### config.mk
export PLATFORM = sky130hd
export DESIGN_NAME = memWriteSeq
export DESIGN_NICKNAME = d
export VERILOG_FILES = /design/src/rtl/mws_pkg.sv /design/src/rtl/mws_window.sv /design/src/rtl/mws_ctrl.sv /design/src/rtl/mws_datapath.sv /design/src/rtl/memWriteSeq.sv
export SDC_FILE = /design/constraint.sdc
export NUM_CORES = 1
export LEC_CHECK = 0
export ABC_AREA = 0
export CAP_MARGIN = 5
export CORE_UTILIZATION = 65
export DETAILED_ROUTE_END_ITERATION = 10
export DONT_BUFFER_PORTS = 1
export PLACE_DENSITY = 0.81
export SETUP_SLACK_MARGIN = 0.2
export SLEW_MARGIN = 20
export SYNTH_ARGS = -nofsm -noshare
export SYNTH_HDL_FRONTEND = slang
export SYNTH_SLANG_ARGS = --single-unit
### constraint.sdc
create_clock -name clk -period 4 [get_ports clk]
set_clock_uncertainty 0.1 [all_clocks]
set_input_delay 0.2 -clock clk [delete_from_list [all_inputs] [get_ports clk]]
set_output_delay 0.2 -clock clk [all_outputs]
set_load 0.01 [all_outputs]
### src/rtl/mws_pkg.sv
package mws_pkg;
  // Strobes sent from the sequencer control to the datapath
  typedef struct packed {
    logic load;   // capture request fields at the next edge
    logic busy;   // a write is running
    logic weAct;  // write strobe asserted
    logic csAct;  // chip select asserted
    logic oeAct;  // data driver enabled
  } strb_t;
endpackage

### src/rtl/mws_window.sv
module mws_window #(
  parameter int CNT_W = 6
) (
  input  logic             active,
  input  logic [CNT_W-1:0] pos,
  input  logic [CNT_W-1:0] setup,
  input  logic [CNT_W-1:0] pulse,
  output logic             on,
  output logic             pastSetup
);
  logic [CNT_W:0] winEnd;

  always_comb begin
    winEnd    = {1'b0, setup} + {1'b0, pulse};
    pastSetup = active && (pos >= setup);
    on        = pastSetup && ({1'b0, pos} < winEnd);
  end
endmodule

### src/rtl/mws_ctrl.sv
module mws_ctrl
  import mws_pkg::*;
#(
  parameter int CNT_W = 6
) (
  input  logic             clk,
  input  logic             rstN,
  input  logic             reqValid,
  output logic             reqReady,
  output logic             reqErr,
  output logic             done,
  input  logic [CNT_W-1:0] cfgWeSetup,
  input  logic [CNT_W-1:0] cfgWePulse,
  input  logic [CNT_W-1:0] cfgWeCycle,
  input  logic [CNT_W-1:0] cfgCsSetup,
  input  logic [CNT_W-1:0] cfgCsPulse,
  input  logic [CNT_W-1:0] cfgCsCycle,
  input  logic             cfgWeCtrl,
  output strb_t            strb
);
  localparam int NSTRB = 2;  // index 0: write strobe, 1: chip select
  localparam logic [CNT_W-1:0] ONE = {{(CNT_W-1){1'b0}}, 1'b1};

  logic [CNT_W-1:0] pos, lenM1, maxCyc;
  logic [CNT_W-1:0] setupQ [NSTRB];
  logic [CNT_W-1:0] pulseQ [NSTRB];
  logic [CNT_W-1:0] setupIn [NSTRB];
  logic [CNT_W-1:0] pulseIn [NSTRB];
  logic [CNT_W-1:0] cycleIn [NSTRB];
  logic [NSTRB-1:0] legal, winOn, winPast;
  logic             active, weModeQ, lastCyc, cfgOk, accept;

  always_comb begin
    setupIn[0] = cfgWeSetup; pulseIn[0] = cfgWePulse; cycleIn[0] = cfgWeCycle;
    setupIn[1] = cfgCsSetup; pulseIn[1] = cfgCsPulse; cycleIn[1] = cfgCsCycle;
  end

  // Per-strobe legality check and waveform window
  for (genvar g = 0; g < NSTRB; g++) begin : g_strobe
    logic [CNT_W:0] reach;
    always_comb begin
      reach    = {1'b0, setupIn[g]} + {1'b0, pulseIn[g]};
      legal[g] = (pulseIn[g] != '0) && (reach <= {1'b0, cycleIn[g]});
    end

    mws_window #(.CNT_W(CNT_W)) i_win (
      .active   (active),
      .pos      (pos),
      .setup    (setupQ[g]),
      .pulse    (pulseQ[g]),
      .on       (winOn[g]),
      .pastSetup(winPast[g])
    );
  end

  always_comb begin
    cfgOk    = &legal;
    maxCyc   = (cfgWeCycle > cfgCsCycle) ? cfgWeCycle : cfgCsCycle;
    lastCyc  = active && (pos == lenM1);
    reqReady = !active || lastCyc;
    accept   = reqValid && reqReady && cfgOk;
    reqErr   = reqValid && reqReady && !cfgOk;
    done     = lastCyc;

    strb.load  = accept;
    strb.busy  = active;
    strb.weAct = winOn[0];
    strb.csAct = winOn[1];
    strb.oeAct = weModeQ ? winPast[0] : winPast[1];
  end

  always_ff @(posedge clk or negedge rstN) begin
    if (!rstN) begin
      active  <= 1'b0;
      pos     <= '0;
      lenM1   <= '0;
      weModeQ <= 1'b0;
      for (int i = 0; i < NSTRB; i++) begin
        setupQ[i] <= '0;
        pulseQ[i] <= '0;
      end
    end else if (accept) begin
      active  <= 1'b1;
      pos     <= '0;
      lenM1   <= maxCyc - ONE;
      weModeQ <= cfgWeCtrl;
      for (int i = 0; i < NSTRB; i++) begin
        setupQ[i] <= setupIn[i];
        pulseQ[i] <= pulseIn[i];
      end
    end else if (lastCyc) begin
      active <= 1'b0;
    end else if (active) begin
      pos <= pos + ONE;
    end
  end

  // Position never runs past the captured cycle length
  p_pos_bound_r4: assert property (@(posedge clk) disable iff (!rstN)
    active |-> (pos <= lenM1));

  // A refused request from idle leaves the bus idle
  p_err_no_start_r8: assert property (@(posedge clk) disable iff (!rstN)
    (reqErr && !active) |=> !active);

  // Captured pulses are always non-zero while running
  p_pulse_legal_r8: assert property (@(posedge clk) disable iff (!rstN)
    active |-> (pulseQ[0] != '0) && (pulseQ[1] != '0));

  // Request taken in the final clock restarts at position 0
  p_restart_r9: assert property (@(posedge clk) disable iff (!rstN)
    (lastCyc && reqValid && cfgOk) |=> (active && pos == '0));

  // Once on, the data enable holds until the final clock
  p_oe_holds_r5: assert property (@(posedge clk) disable iff (!rstN)
    (strb.oeAct && !lastCyc) |=> strb.oeAct);
endmodule

### src/rtl/mws_datapath.sv
module mws_datapath
  import mws_pkg::*;
#(
  parameter int ADDR_W = 22,
  parameter int DATA_W = 16,
  localparam int BE_W = DATA_W / 8
) (
  input  logic              clk,
  input  logic              rstN,
  input  strb_t             strb,
  input  logic [ADDR_W-1:0] reqAddr,
  input  logic [DATA_W-1:0] reqData,
  input  logic [BE_W-1:0]   reqBe,
  output logic [ADDR_W-1:0] memAddr,
  output logic [DATA_W-1:0] memData,
  output logic              memDataOe,
  output logic [BE_W-1:0]   memBeN,
  output logic              memWeN,
  output logic              memCsN
);
  logic [ADDR_W-1:0] addrQ;
  logic [DATA_W-1:0] dataQ;
  logic [BE_W-1:0]   beQ;

  always_ff @(posedge clk or negedge rstN) begin
    if (!rstN) begin
      addrQ <= '0;
      dataQ <= '0;
      beQ   <= '0;
    end else if (strb.load) begin
      addrQ <= reqAddr;
      dataQ <= reqData;
      beQ   <= reqBe;
    end
  end

  always_comb begin
    memAddr   = addrQ;
    memData   = dataQ;
    memDataOe = strb.oeAct;
    memBeN    = strb.busy ? ~beQ : '1;
    memWeN    = ~strb.weAct;
    memCsN    = ~strb.csAct;
  end

  // Bus fields only move when a new write is captured
  p_fields_hold_r7: assert property (@(posedge clk) disable iff (!rstN)
    !strb.load |=> ($stable(memData) && $stable(memAddr)));
endmodule

### src/rtl/memWriteSeq.sv
module memWriteSeq
  import mws_pkg::*;
#(
  parameter int ADDR_W = 22,
  parameter int DATA_W = 16,
  parameter int CNT_W  = 6,
  localparam int BE_W  = DATA_W / 8
) (
  input  logic              clk,
  input  logic              rstN,
  input  logic              reqValid,
  output logic              reqReady,
  input  logic [ADDR_W-1:0] reqAddr,
  input  logic [DATA_W-1:0] reqData,
  input  logic [BE_W-1:0]   reqBe,
  input  logic [CNT_W-1:0]  cfgWeSetup,
  input  logic [CNT_W-1:0]  cfgWePulse,
  input  logic [CNT_W-1:0]  cfgWeCycle,
  input  logic [CNT_W-1:0]  cfgCsSetup,
  input  logic [CNT_W-1:0]  cfgCsPulse,
  input  logic [CNT_W-1:0]  cfgCsCycle,
  input  logic              cfgWeCtrl,
  output logic              reqErr,
  output logic              done,
  output logic [ADDR_W-1:0] memAddr,
  output logic [DATA_W-1:0] memData,
  output logic              memDataOe,
  output logic [BE_W-1:0]   memBeN,
  output logic              memWeN,
  output logic              memCsN
);
  strb_t strb;

  mws_ctrl #(.CNT_W(CNT_W)) i_ctrl (
    .clk       (clk),
    .rstN      (rstN),
    .reqValid  (reqValid),
    .reqReady  (reqReady),
    .reqErr    (reqErr),
    .done      (done),
    .cfgWeSetup(cfgWeSetup),
    .cfgWePulse(cfgWePulse),
    .cfgWeCycle(cfgWeCycle),
    .cfgCsSetup(cfgCsSetup),
    .cfgCsPulse(cfgCsPulse),
    .cfgCsCycle(cfgCsCycle),
    .cfgWeCtrl (cfgWeCtrl),
    .strb      (strb)
  );

  mws_datapath #(.ADDR_W(ADDR_W), .DATA_W(DATA_W)) i_dp (
    .clk      (clk),
    .rstN     (rstN),
    .strb     (strb),
    .reqAddr  (reqAddr),
    .reqData  (reqData),
    .reqBe    (reqBe),
    .memAddr  (memAddr),
    .memData  (memData),
    .memDataOe(memDataOe),
    .memBeN   (memBeN),
    .memWeN   (memWeN),
    .memCsN   (memCsN)
  );

  // Outside a write the bus is quiet
  p_idle_quiet_r1: assert property (@(posedge clk) disable iff (!rstN)
    reqReady && !done |-> (memWeN && memCsN && !memDataOe && (memBeN == '1)));
endmodule

==> key figures <==
Drt
  • Antenna Violating Nets Remaining: 0
  • Number of remaining DRC errors: 0
  • DR WL/cell: 18.4 µm
  • Vias: 3657
  • Initial DRC count: 172
  • Drt total wl: 11.6 mm
  • First drt pass iteration count: 4
  • Via density: 5.77

Global route
  • Antenna violations before repair: 0
  • Most Used Layer, Global Route: met2
  • Largest net degree at the start of global routing: 79
  • Global-route usage over all layers: 0.293
  • First-pass GRT wire length: 19.1 mm
  • Met1 usage: 0.350
  • Vias in the first global route: 3996
  • Routing usage on met3: 0.0630
  • Overflow after GRT: 0
  • GRT met2 Usage: 0.532

Clocking
  • Clk slew on worst S/H paths: 80 ps
  • Root Buffer Master: clkbuf_8
  • Bufs on Longest Clock Path: 2
  • H-tree levels: 3
  • CTS Buf Count: 9
  • Skew-Pair Late Insertion Delay: 350 ps
  • CTS tree: done
  • Clock sinks: 78

Setup path
  • Required time of the worst setup path: 4140 ps
  • Crit path kind: input port to flip-flop
  • Critical-path cell list: dlygate4sd3_1, inv_1, fa_1, nand2b_1, a21oi_1, xor2_1, ha_1, a21o_1, a21oi_1, a21o_1, nand4_4, nor2_4, buf_12, mux2_2
  • CP bufs+invs: 3
  • CP arrival: 3720 ps
  • Slowest cell on crit path: dlygate4sd3_1
  • CP Max Fanout: 31
  • Startpoint types: input port
  • Max incr delay on CP: 540 ps
  • R2R setup slack: 1270 ps
  • Family with the most delay on the worst path: buffers and inverters
  • CP endpoint kind: flip-flop

Placed design
  • Post-detail-place hpwl: 7.91 mm
  • I/O Buffers: 0
  • Cell count after placement: 545
  • Placement-stage worst setup slack: 320 ps
  • Placer Congestion: 0.831

STA
  • Final setup viols: 0
  • Min Tclk post-route: 3590 ps
  • Fin Hold WS: 138 ps
  • RSZ-0062 raised after global routing: false
  • Max Clk Rate: 0.279 GHz
  • Relative max-transition margin: 0.490
  • Slew Limit Fails: 0
  • Worst-Margin Slew: 759 ps
  • Worst Setup Slack, final: 414 ps
  • Tcrit/Tclk final: 0.896
  • Final hold viol count: 0
  • Setup TNS: 0 ps

Pwr
  • Clock power frac: 0.142
  • Leakage power: 2.96 nW
  • Worst vdd ir: 0.465 mV
  • Gate power share: 0.469
  • Sw Pwr: 0.00162 W
  • Total Power: 0.00417 W
  • Power Dens Cells: 671 mW/mm²
  • Sw frac: 0.389
  • Share of power burned in registers: 0.389
  • Cell-internal power: 0.00255 W

Die
  • Initial core utilization: 0.673
  • Die W: 91.7 µm
  • Die Span Y: 91.7 µm
  • Core ar.: 0.00777 mm²
  • Die Area: 0.00841 mm²
  • Cell row count: 32
  • Top Ports: 126

Synth
  • Synth Instances: 449
  • Post-Syn Area: 0.00523 mm²
  • Dominant synthesized flop cell: dfrtp_1
  • Register area share after synthesis: 0.373
  • Synth warn: 0
  • Syn nets: 599
  • Count of different cell masters after synthesis: 44
  • Ys async rst share: 1.00
  • EDFF count, synth: 0
  • Yosys reg bits: 78
  • Synth Area per Inst: 11.6 µm²

Cells and area
  • Most frequent cells in the layout: dfrtp_1 (78), dlygate4sd3_1 (67), ha_1 (66)
  • Antenna diodes: 0
  • Share of cells above drive strength 1: 0.184
  • Most common cell after layout, fill and taps aside: dfrtp_1
  • NumNets Final: 677
  • P&R area growth vs syn: 18.8%
  • Post-Layout Cell Count: 634

Status
  • Status: finished clean

Hold path
  • Hold Crit Class: input port to flip-flop

Run
  • Max cap viols: 0
[worst reg2reg max path, stage by stage (launching register included)]
cell and delay, ps:
dfrtp_1 570, xnor2_1 170, nand2_1 80, o31a_1 400, inv_2 170, nand2_2 140, nor2_4 300, buf_12 270
mux2_2 420
[state kept, by name, summed over array words and instances, names as in the netlist, 2 cells and up]
| signal | cells |
|---|---|
| i_dp.memAddr | 22 |
| i_dp.memData | 16 |
| i_ctrl.pulseQ | 12 |
| i_ctrl.setupQ | 12 |
| i_ctrl.lenM1 | 6 |
| i_ctrl.pos | 6 |
| i_dp.beQ | 2 |
[layer usage]
layer | up-vias | wire [µm] | part of all wire
li1 | 1735 | - | -
met1 | 1794 | 4840 | 0.42
met2 | 110 | 6130 | 0.53
met3 | 18 | 490 | 0.042
met4 | 0 | 178 | 0.015
met5 | - | 0 | 0
[what timing repair did]
item                                    in CTS  in global routing
hold buffers                                68                  0
hold endpoints to repair                   144                  0
endpoints found under the setup margin       0                 49
gates resized for setup                      0                  0
buffers inserted                             0                  5
[worst paths after layout]
kind	from	end	cells after the start
min in group asynchronous	rstN	i_dp.memData[14]	2
max reg2reg	i_ctrl.pos[2]	i_dp.memAddr[11]	8
min reg2reg	i_ctrl.pulseQ[11]	i_ctrl.pulseQ[11]	1
max in group asynchronous	rstN	i_ctrl.pulseQ[0]	2
max	cfgWeSetup[1]	i_dp.memAddr[11]	14
min	cfgCsCycle[0]	i_ctrl.lenM1[0]	2
[logic make-up after synthesis]
kind of cell,after synthesis,synth area share
and+or+nand+nor,71,0.0718
DFF,78,0.373
buffers and inverters,53,0.0565
adders and majority gates,70,0.173
xor gates and xnor gates,33,0.0553
AOI/OAI and AO/OA,72,0.0849
muxes,72,0.185
[cell usage after synthesis, types with 3 or more instances]
cell type,number,share of area
nor3_1,5,0.0048
nand3_1,9,0.0086
xnor2_1,23,0.039
and3_1,3,0.0036
nor2_1,15,0.011
ha_1,66,0.16
fa_1,4,0.015
a21oi_1,26,0.025
nand2b_1,8,0.0096
mux2_2,26,0.056
mux2_4,43,0.12
nand2_1,16,0.011
nor2b_1,3,0.0036
buf_12,5,0.019
o21ai_0,16,0.015
inv_1,42,0.030
a21o_1,13,0.019
xor2_1,10,0.017
nand4_1,3,0.0036
o21bai_1,4,0.0057
dfrtp_1,78,0.37
mux2i_1,3,0.0057
[layout make-up]
class                   count  area [µm²]
repair buffers             77         791
fillers                   476        1560
inverters                  43         161
multi-input cells         318        2980
clock buffers              10         128
flip-flops and latches     78        1950
clock inverters             6        70.1
well taps                 102         128
[through the flow]
| step | util | cell area [µm²] |
|---|---|---|
| after CTS | 0.795 | 6170 |
| after global routing | 0.800 | 6210 |
| after detailed placement | 0.680 | 5280 |
| final | 0.800 | 6210 |
| after global placement | 0.680 | 5280 |
| after floorplan | - | 5230 |
[power by group through the flow]
stage	sequential (W)	clock [W]	combinational, W
final	0.00162	0.000591	0.00196
after global routing	0.00167	0.000630	0.00222
after CTS	0.00161	0.000600	0.00194
after detailed placement	0.00162	0	0.00184
after global placement	0.00161	0	0.00173
after floorplan	0.00150	0	0.00157
No activity file was read; power rests on OpenSTA's default activity.
